File: src/rtl/ppt_pkg.sv
package ppt_pkg;
  localparam int unsigned DUR_W  = 15;
  localparam int unsigned HALF_W = DUR_W + 1;
  localparam int unsigned ITEM_W = 2 * HALF_W;

  typedef struct packed {
    logic             lvl;
    logic [DUR_W-1:0] dur;
  } half_t;

  typedef enum logic [1:0] {
    ST_IDLE = 2'd0,
    ST_RUN  = 2'd1,
    ST_DONE = 2'd2
  } seq_state_e;
endpackage

File: src/rtl/ppt_item_mem.sv
module ppt_item_mem
  import ppt_pkg::*;
#(
  parameter int unsigned DEPTH = 64,
  localparam int unsigned AW = $clog2(DEPTH)
) (
  input  logic              clk_i,
  input  logic              we_i,
  input  logic [AW-1:0]     waddr_i,
  input  logic [ITEM_W-1:0] wdata_i,
  input  logic [AW-1:0]     raddr_i,
  input  logic              hsel_i,
  output half_t             half_o
);
  logic [ITEM_W-1:0] mem_q [DEPTH];
  logic [ITEM_W-1:0] word;

  always_ff @(posedge clk_i) begin
    if (we_i) mem_q[waddr_i] <= wdata_i;
  end

  assign word = mem_q[raddr_i];

  // second half sits in the upper bits
  always_comb begin
    if (hsel_i) half_o = half_t'(word[ITEM_W-1:HALF_W]);
    else        half_o = half_t'(word[HALF_W-1:0]);
  end
endmodule

File: src/rtl/ppt_tick_div.sv
module ppt_tick_div #(
  parameter int unsigned DIV_W = 8
) (
  input  logic             clk_i,
  input  logic             rst_ni,
  input  logic             tick_i,
  input  logic             en_i,
  input  logic             clr_i,
  input  logic [DIV_W-1:0] div_i,
  output logic             dtick_o
);
  logic [DIV_W-1:0] cnt_q, cnt_inc;
  logic             hit;

  assign cnt_inc = cnt_q + 1'b1;
  assign hit     = (cnt_inc == div_i);   // div 0 wraps to full range
  assign dtick_o = tick_i & en_i & ~clr_i & hit;

  always_ff @(posedge clk_i or negedge rst_ni) begin
    if (!rst_ni)               cnt_q <= '0;
    else if (clr_i)            cnt_q <= '0;
    else if (tick_i && en_i)   cnt_q <= hit ? '0 : cnt_inc;
  end

  AST_DIV_WRAP: assert property (@(posedge clk_i) disable iff (!rst_ni)
    dtick_o |=> (cnt_q == '0));
  AST_DIV_FROZEN: assert property (@(posedge clk_i) disable iff (!rst_ni)
    (!en_i && !clr_i) |=> $stable(cnt_q));
endmodule

File: src/rtl/ppt_sequencer.sv
module ppt_sequencer
  import ppt_pkg::*;
#(
  parameter int unsigned DEPTH = 64,
  localparam int unsigned AW = $clog2(DEPTH)
) (
  input  logic          clk_i,
  input  logic          rst_ni,
  input  logic          en_i,
  input  logic          start_i,
  input  logic          cont_i,
  input  logic          ptr_rst_i,
  input  logic          dtick_i,
  input  half_t         half_i,
  output logic [AW-1:0] ptr_o,
  output logic          hsel_o,
  output logic          run_o
);
  seq_state_e       state_q;
  logic [AW-1:0]    ptr_q;
  logic             hsel_q;
  logic [DUR_W-1:0] rem_q, eff_dur;
  logic             is_end, last;

  assign is_end  = (half_i.dur == '0);
  assign eff_dur = is_end ? DUR_W'(1) : half_i.dur;   // end marker lasts one tick
  assign last    = (rem_q == eff_dur - DUR_W'(1));

  always_ff @(posedge clk_i or negedge rst_ni) begin
    if (!rst_ni) begin
      state_q <= ST_IDLE;
      ptr_q   <= '0;
      hsel_q  <= 1'b0;
      rem_q   <= '0;
    end else begin
      unique case (state_q)
        ST_IDLE: if (start_i && en_i) state_q <= ST_RUN;
        ST_RUN: begin
          if (!start_i) begin
            state_q <= ST_IDLE;
            rem_q   <= '0;
          end else if (dtick_i) begin
            if (last) begin
              rem_q <= '0;
              if (is_end) begin
                if (cont_i) begin
                  ptr_q  <= '0;
                  hsel_q <= 1'b0;
                end else begin
                  state_q <= ST_DONE;
                end
              end else begin
                hsel_q <= ~hsel_q;
                if (hsel_q) ptr_q <= ptr_q + 1'b1;
              end
            end else begin
              rem_q <= rem_q + 1'b1;
            end
          end
        end
        ST_DONE: if (!start_i) state_q <= ST_IDLE;
        default: state_q <= ST_IDLE;
      endcase
      if (ptr_rst_i) begin
        ptr_q  <= '0;
        hsel_q <= 1'b0;
        rem_q  <= '0;
      end
    end
  end

  assign ptr_o  = ptr_q;
  assign hsel_o = hsel_q;
  assign run_o  = (state_q == ST_RUN);

  AST_PTR_REWIND: assert property (@(posedge clk_i) disable iff (!rst_ni)
    ptr_rst_i |=> (ptr_q == '0 && !hsel_q));
  AST_POS_FROZEN: assert property (@(posedge clk_i) disable iff (!rst_ni)
    (!en_i && !ptr_rst_i) |=> ($stable(ptr_q) && $stable(hsel_q)));
  AST_ONESHOT_HOLD: assert property (@(posedge clk_i) disable iff (!rst_ni)
    (state_q == ST_DONE && start_i) |=> (state_q == ST_DONE));
  AST_NO_START_DISABLED: assert property (@(posedge clk_i) disable iff (!rst_ni)
    (state_q == ST_IDLE && !en_i) |=> (state_q == ST_IDLE));
endmodule

File: src/rtl/pulse_pattern_tx.sv
module pulse_pattern_tx
  import ppt_pkg::*;
#(
  parameter int unsigned DEPTH = 64,
  parameter int unsigned DIV_W = 8,
  localparam int unsigned AW = $clog2(DEPTH)
) (
  input  logic              clk_i,
  input  logic              rst_ni,
  input  logic              tick_i,
  input  logic              chan_en_i,
  input  logic [DIV_W-1:0]  div_i,
  input  logic              start_i,
  input  logic              cont_i,
  input  logic              ptr_rst_i,
  input  logic              mem_we_i,
  input  logic [AW-1:0]     mem_addr_i,
  input  logic [ITEM_W-1:0] mem_wdata_i,
  output logic              pulse_o
);
  logic          dtick, run, hsel;
  logic [AW-1:0] ptr;
  half_t         cur;

  ppt_item_mem #(.DEPTH(DEPTH)) u_mem (
    .clk_i   (clk_i),
    .we_i    (mem_we_i),
    .waddr_i (mem_addr_i),
    .wdata_i (mem_wdata_i),
    .raddr_i (ptr),
    .hsel_i  (hsel),
    .half_o  (cur)
  );

  ppt_tick_div #(.DIV_W(DIV_W)) u_div (
    .clk_i   (clk_i),
    .rst_ni  (rst_ni),
    .tick_i  (tick_i),
    .en_i    (chan_en_i),
    .clr_i   (~run),
    .div_i   (div_i),
    .dtick_o (dtick)
  );

  ppt_sequencer #(.DEPTH(DEPTH)) u_seq (
    .clk_i     (clk_i),
    .rst_ni    (rst_ni),
    .en_i      (chan_en_i),
    .start_i   (start_i),
    .cont_i    (cont_i),
    .ptr_rst_i (ptr_rst_i),
    .dtick_i   (dtick),
    .half_i    (cur),
    .ptr_o     (ptr),
    .hsel_o    (hsel),
    .run_o     (run)
  );

  assign pulse_o = run & cur.lvl;

  AST_HALT_LOW: assert property (@(posedge clk_i) disable iff (!rst_ni)
    !start_i |=> !pulse_o);
endmodule

File: config.mk
export PLATFORM = sky130hd
export DESIGN_NAME = pulse_pattern_tx
export DESIGN_NICKNAME = d
export VERILOG_FILES = /design/src/rtl/ppt_pkg.sv /design/src/rtl/ppt_item_mem.sv /design/src/rtl/ppt_tick_div.sv /design/src/rtl/ppt_sequencer.sv /design/src/rtl/pulse_pattern_tx.sv
export SDC_FILE = /design/constraint.sdc
export NUM_CORES = 2
export LEC_CHECK = 0
export BUFFER_PORTS_ARGS = -buffer_cell sky130_fd_sc_hd__buf_2
export CORE_MARGIN = 2
export CORE_UTILIZATION = 45
export CTS_BUF_LIST = sky130_fd_sc_hd__clkbuf_8
export CTS_CLUSTER_SIZE = 25
export DETAILED_ROUTE_END_ITERATION = 16
export PLACE_DENSITY = 0.67
export SKIP_CTS_REPAIR_TIMING = 1
export SLEW_MARGIN = 20
export SYNTH_ARGS = -nofsm -noshare
export SYNTH_HDL_FRONTEND = slang
export SYNTH_SLANG_ARGS = --single-unit
File: constraint.sdc
create_clock -name clk_i -period 8.41 [get_ports clk_i]
set_clock_uncertainty 0.1 [all_clocks]
set_input_delay 2.523 -clock clk_i [delete_from_list [all_inputs] [get_ports clk_i]]
set_output_delay 2.523 -clock clk_i [all_outputs]
set_load 0.005 [all_outputs]
* After elaboration in Yosys (flattened, before gate mapping) *
Memories as Yosys holds them, arrays and structs flattened.
Index checks and enable logic that the tools add are counted.

cells by class
  bitwise gates (word level) = 5
  add/subtract/negate cells = 4
  muxes and demuxes = 35
  reductions and logical operators = 13
  equality and inequality tests = 13

operators with widths
  kind                                                                   number
  15-bit two-way mux                                                     6
  6-bit two-way mux                                                      8
  8-bit two-way mux                                                      3
  16-bit two-way mux                                                     1
  15-bit by 1-bit adder with 15-bit output, second input constant        1
  15-bit equality test                                                   1
  15-bit zero test                                                       1
  15-bit by 1-bit subtractor with 15-bit output, second input constant   1
  2-bit two-way mux                                                      7
  6-bit AND reduction                                                    2
  1-bit two-way mux                                                      9
  3-bit != test, second input constant                                   3
  8-bit by 1-bit adder with 8-bit output, second input constant          1
  8-bit equality test                                                    1
  2-bit nonzero test                                                     4
  6-bit by 1-bit adder with 6-bit output, second input constant          1
  3-bit by 2-bit != test with 1-bit output, second input constant        2
  2-bit one-hot mux with 3 select lines                                  1
  5-bit AND reduction                                                    1
  1-bit bitwise AND                                                      4
  2-bit by 1-bit != test with 1-bit output, second input constant        2
  3-bit by 1-bit != test with 1-bit output, second input constant        1
  3-bit nonzero test                                                     1
  2-bit by 1-bit equality test with 1-bit output, second input constant  1
  other kinds (6)                                                        7

storage, ports and cells
  bits of input ports = 54
  output and inout port bits = 1
  memories = 1
  bits in writable memories = 2048
  register bits after elaboration = 32
  logic and storage cells = 76

memories
  memory       words  bits a word  read ports  clocked after memory_dff  wr ports  line                RTL
  u_mem.mem_q  64     32           1           0                         1         ppt_item_mem.sv:15  logic [ITEM_W-1:0] mem_q [DEPTH];

* Logic depth before layout (Yosys ltp) *
An unclocked memory read counts as a cell.

  word-level depth = 11
  mapped depth = 29
  mapped depth without buffers = 20

* Hierarchy *
Synthesis repeated with hierarchy kept, for this count alone.

unflattened totals
  cells, all modules = 3332
  area, all modules = 80651.1 sq um

modules (own cells, without submodules)
  module            area an instance (sq um)  seq. area each (sq um)  instances  cells each
  ppt_item_mem      77870.9                   61499.0                 1          2985
  ppt_sequencer     1964.4                    600.6                   1          244
  ppt_tick_div      805.8                     200.2                   1          101
  pulse_pattern_tx  10.0                      0.0                     1          2

* Worst setup path before layout *
Ideal clock, no wire load.

  path type = register -> output
  start = register u_seq.ptr_q[0] (netlist: u_seq.ptr_o[0])
  end = output pulse_o
  path buffers = 8
  data arrival time = 3684 ps
  stages on the path, launching flop included = 16
  setup slack = 2103 ps
  cells stage by stage = dfrtp_1 -> buf_6 -> buf_6 -> buf_6 -> buf_6 -> buf_6 -> buf_2 -> buf_1 -> clkbuf_1 -> mux2i_1 -> o221ai_1 -> o22ai_1 -> nor3_1 -> nor2_1 -> mux4_2 -> nor2_1

on the way
  cells in the longest elaborated chain, start to end = 3

RTL lines
  what                     line                    RTL
  from (decl)              ppt_sequencer.sv:20     logic [AW-1:0] ptr_q;
  from (signal assigned)   ppt_sequencer.sv:54     if (hsel_q) ptr_q <= ptr_q + 1'b1;
  memory read 64 x 32 bit  --
  16-bit two-way mux       ppt_item_mem.sv:26      if (hsel_i) half_o = half_t'(word[ITEM_W-1:HALF_W]);
  1-bit bitwise AND        pulse_pattern_tx.sv:59  assign pulse_o = run & cur.lvl;
  to (decl)                pulse_pattern_tx.sv:19  output logic pulse_o

Every way passes these cells.

* Final worst setup path *
  start = register u_seq.ptr_q[1] (netlist: u_seq.ptr_o[1])
  end = output pulse_o

The elaborated chain is that of the path after synthesis.

==> results.md <==
Outcome:
- The run finished with clean final reports.

Clock network:
- The buffer type at the clock tree root is sky130_fd_sc_hd__clkbuf_8.
- The maximum number of buffers from clock root to sink is 4.
- The tree built by TritonCTS fans out to 2080 sinks.
- For the worst-skew pair, the clock arrives at the later sink with an insertion delay of 1.03 ns.
- After clock tree synthesis, the clock-pin slew on the worst setup and hold paths is 0.06 ns.
- TritonCTS built the clock tree.
- The H-tree level count is 5.
- The number of clock buffers added by TritonCTS is 347.

Place:
- The total half-perimeter wirelength after legalization and detailed placement is 131000 um.
- During placement, the flow inserted port buffers numbering 54.
- The worst setup slack after placement is 0.909 ns.
- The congestion estimate from routability-driven global placement came to 0.948.
- The standard cell area after detailed placement is 0.0856 mm2.

Layout:
- The count of filler cells inserted in the layout is 14100.
- The design area is 0.0915 mm2.
- The fraction of final layout cells with drive strength greater than 1 is 0.249.
- The net count of the finished layout is 4415.
- The area added between synthesis and finish is 12.5%.
- The library cell used most frequently in the layout, excluding fill and tap cells, is sky130_fd_sc_hd__edfxtp_1.
- In the layout the commonest cells are sky130_fd_sc_hd__edfxtp_1, sky130_fd_sc_hd__mux4_2, sky130_fd_sc_hd__clkbuf_8.

Global routing:
- The residual overflow from global routing is 0.
- The maximum number of pins on one net before global-route repair is 65.
- The number of antenna violations at the first check in global routing came to 25.
- The via count of the first global-routing pass came to 42200.
- The first global-routing pass estimated 318000 um of wire.
- Across every metal layer, demand over resource in global routing totals 0.244.

Power:
- Summed over all cells, the static leakage comes to 28.0 nW.
- The share of total power dissipated in the clock network is 0.399.
- The switching part of the total is 0.211.
- Of the total power, registers draw 0.584.
- The cell-internal power is 0.0155 W.
- The switching component of the power is 0.00416 W.
- Of the total power, combinational logic draws 0.018.
- The worst-case vdd ir drop is 0.000121 V.
- The power density over the cells is 215 mW/mm2.

Critical path:
- The maximum net fanout on the critical path is 37.
- The highest cell delay on the worst timing path is 0.82 ns.
- The kind of start point of the critical path is a flip-flop.
- The number of buffers and inverters on the critical path is 2.
- For this design, the slowest cell found on the critical path is sky130_fd_sc_hd__dfrtp_4.
- The worst register-to-register path has a depth of 22.
- STA puts the critical path data required time at 5.79 ns.
- The startpoint identified for the worst register-to-register timing path is u_seq.ptr_o[0].
- The worst setup path is of the reg -> out kind.
- The most frequent cell on the critical path is sky130_fd_sc_hd__nor2_1.
- STA classifies the critical path endpoint as a primary output.
- Walking the worst path, the cells encountered are nand2b_1 -> buf_4 -> o221ai_1 -> o22ai_1 -> nor3_1 -> nor2_1 -> mux4_2 -> nor2_1 -> buf_2.
- Setup slack on the worst reg-to-reg path comes out at 0.76 ns.
- The critical path data arrival time is 5.09 ns.
- The kind of cell adding the most delay to the critical path is simple AND/OR/NAND/NOR gates.
- The worst reg2reg path endpoint is u_seq.rem_q[11].

Drt:
- The number of vias after detailed routing is 43600.
- For this run, the detailed router's first-pass iteration total came to 5.
- The number of routed nets with antenna violations is 0.
- The wire length reported by the detailed router is 227000 um.
- After detailed routing, the number of vias per cell comes to 6.25.
- The wire length per cell is 32.6 um.
- For this block, the initial DRC count from the detailed router was 7692.
- The count of unresolved DRC violations after routing is 0.

Synthesis:
- The share of the yosys chip area belonging to registers is 0.766.
- The cell taking the most area after synthesis is sky130_fd_sc_hd__edfxtp_1.
- The flip-flop and latch count after synthesis is 2080.
- Synthesis instantiated 84 different standard cells from the library.
- The cell count after synthesis came out at 3982.
- By area the synthesized netlist is led by sky130_fd_sc_hd__edfxtp_1, sky130_fd_sc_hd__mux4_2, sky130_fd_sc_hd__mux2i_1, sky130_fd_sc_hd__a22oi_1, sky130_fd_sc_hd__dfrtp_1.
- The number of nets in the synthesized netlist is 4040.
- The post-synth design cell area is 0.0814 mm2.
- The async set or reset register ratio after synthesis is 0.0154.
- A synthesized cell averages 20.4 um2.
- The yosys synthesis warning count is 0.
- In the synthesized netlist the dominant register cell turns out to be sky130_fd_sc_hd__edfxtp_1.
- The share of the synthesized area in the top cell type is 0.756.
- The number of flops mapped to enable cells by yosys is 2048.

STA:
- Setup repair after global routing left no endpoint under its margin.
- In this run the tightest slew margin relative to its limit is 0.215.
- The final total negative setup slack is 0 ns.
- The actual slew at the worst max-slew pin is 1.15 ns.
- The number of max-slew violations in the final report is 0.
- The number of setup violations in the final report is 0.
- The final-report hold violation count is 0.
- Of the available clock period, the critical path in the final layout requires 0.918.
- The maximum clock frequency is 130 MHz.
- For the finished layout, the period the worst path requires is 7.72 ns.
- The slack of the critical path is 0.693 ns.

Min path:
- The count of cells along the worst hold path is 1.
- The worst hold path begins at u_seq.state_q[1].
- The type of the tightest min-delay check is reg -> reg.
- The destination of the worst hold path is u_seq.state_q[0].

Floorplanning:
- Pin placement for this block handled 55 I/O pins.
- For this configuration, the core starts out at a cell density of 0.452.
- The die area is 0.184 mm2.
- The die boundary height is 429 um.
- The placement row count is 156.
- The width of the die is 429 um.
- After floorplanning, the core was sized to cover 0.180 mm2.

Run:
- Max-cap violations in this run came to 0.
==> sequential cells by signal, summed over array words and instances, names as in the netlist <==
| register | count |
|---|---|
| u_seq.hsel_o | 1 |
| u_seq.state_q | 2 |
| u_seq.ptr_o | 6 |
| u_div.cnt_q | 8 |
| u_seq.rem_q | 15 |
| u_mem.mem_q | 2048 |
==> through the flow <==
step	total power (W)	instances	util	hold WS, ns
floorplan	0.0118	3982	-	0.348
global placement	0.0120	6378	0.475	0.369
detailed placement	0.0120	6378	0.475	0.375
CTS	0.0198	6967	0.508	0.383
global route	0.0202	6969	0.508	0.427
finish	0.0197	6977	0.508	0.380
==> logic make-up (layout without fill, tap and decap cells) <==
logic type,count (synthesis),in the layout,synth area share
AOI/OAI and AO/OA,510,510,0.0445
muxes,693,693,0.145
buffers and inverters,241,856,0.0164
xor gates and xnor gates,25,25,0.00269
DFF,2080,2080,0.766
other,0,10,0
adders and majority gates,4,4,0.000615
and+or+nand+nor,429,429,0.0254
==> metal layers <==
layer | GRT usage | up-vias | wire length, um
met3 | 0.0570 | 443 | 28000
met2 | 0.362 | 3002 | 103000
met5 | 0 | - | 56
met4 | 0.0797 | 8 | 7400
met1 | 0.357 | 22700 | 89300
li1 | - | 17400 | -
==> synthesized netlist by cell type, types with 5 or more instances <==
| cell | count |
|---|---|
| sky130_fd_sc_hd__nor3_1 | 35 |
| sky130_fd_sc_hd__nor4_1 | 14 |
| sky130_fd_sc_hd__dfrtp_1 | 32 |
| sky130_fd_sc_hd__clkbuf_1 | 79 |
| sky130_fd_sc_hd__a211oi_1 | 12 |
| sky130_fd_sc_hd__buf_1 | 22 |
| sky130_fd_sc_hd__o21ai_0 | 43 |
| sky130_fd_sc_hd__o221a_2 | 5 |
| sky130_fd_sc_hd__nor2_1 | 131 |
| sky130_fd_sc_hd__o32ai_1 | 7 |
| sky130_fd_sc_hd__inv_1 | 18 |
| sky130_fd_sc_hd__buf_2 | 69 |
| sky130_fd_sc_hd__buf_6 | 31 |
| sky130_fd_sc_hd__nand3_1 | 32 |
| sky130_fd_sc_hd__and3_1 | 14 |
| sky130_fd_sc_hd__a22oi_1 | 132 |
| sky130_fd_sc_hd__o221ai_1 | 21 |
| sky130_fd_sc_hd__buf_4 | 17 |
| sky130_fd_sc_hd__a21o_1 | 5 |
| sky130_fd_sc_hd__mux2i_1 | 290 |
| sky130_fd_sc_hd__edfxtp_1 | 2048 |
| sky130_fd_sc_hd__o22ai_1 | 35 |
| sky130_fd_sc_hd__xnor2_1 | 17 |
| sky130_fd_sc_hd__a221o_1 | 5 |
| sky130_fd_sc_hd__nor2b_1 | 17 |
| sky130_fd_sc_hd__or3_1 | 12 |
| sky130_fd_sc_hd__a31o_2 | 5 |
| sky130_fd_sc_hd__nand4_1 | 9 |
| sky130_fd_sc_hd__a21oi_1 | 118 |
| sky130_fd_sc_hd__nand2_1 | 110 |
| sky130_fd_sc_hd__nand2b_1 | 21 |
| sky130_fd_sc_hd__a31oi_1 | 23 |
| sky130_fd_sc_hd__mux4_2 | 384 |
| sky130_fd_sc_hd__or2_2 | 7 |
| sky130_fd_sc_hd__a2111oi_0 | 18 |
| sky130_fd_sc_hd__mux2_2 | 17 |
| sky130_fd_sc_hd__a22o_1 | 29 |
| sky130_fd_sc_hd__xor2_1 | 8 |
| sky130_fd_sc_hd__a32o_1 | 6 |
==> cell type report <==
class,count,area [um2],share of cell area
Sequential cell,2080,62300,0.681
Multi-Input combinational cell,1661,18300,0.199
Clock buffer,354,4870,0.0532
Tap cell,2370,2970,0.0324
Timing Repair Buffer,247,1970,0.0216
Clock inverter,235,1050,0.0114
Inverter,20,75.1,0.000820
Antenna cell,10,25.0,0.000273
==> power by group through the flow <==
stage / sequential (W) / combinational (W) / clock (W)
floorplan: 0.0117 / 0.0000692 / 0
global placement: 0.0117 / 0.000333 / 0
CTS: 0.0115 / 0.000345 / 0.00793
detailed placement: 0.0117 / 0.000345 / 0
global route: 0.0115 / 0.000365 / 0.00839
finish: 0.0115 / 0.000347 / 0.00784
==> worst reg2reg max path: cells and delay by family, from the launching register on <==
family	cells	cell delay, ns
AO/OA/AOI/OAI	8	2.70
buffers and inverters	4	1.16
adder cells (fa/ha/maj)	1	0.20
flip-flops	1	1.01
multiplexers	1	0.53
AND/OR/NAND/NOR	8	1.83
==> how the worst max path moves through the flow <==
stage,endpoint,start,cells past startpoint
finish,pulse_o,u_seq.ptr_o[1],9
global route,u_seq.rem_q[6],u_seq.ptr_o[0],20
CTS,pulse_o,u_seq.ptr_o[1],9
detailed placement,u_seq.rem_q[6],u_seq.ptr_o[0],21
global placement,u_seq.rem_q[14],u_seq.ptr_o[0],20
floorplan,pulse_o,u_seq.ptr_o[0],15
No activity file was read; power rests on OpenSTA's default activity.
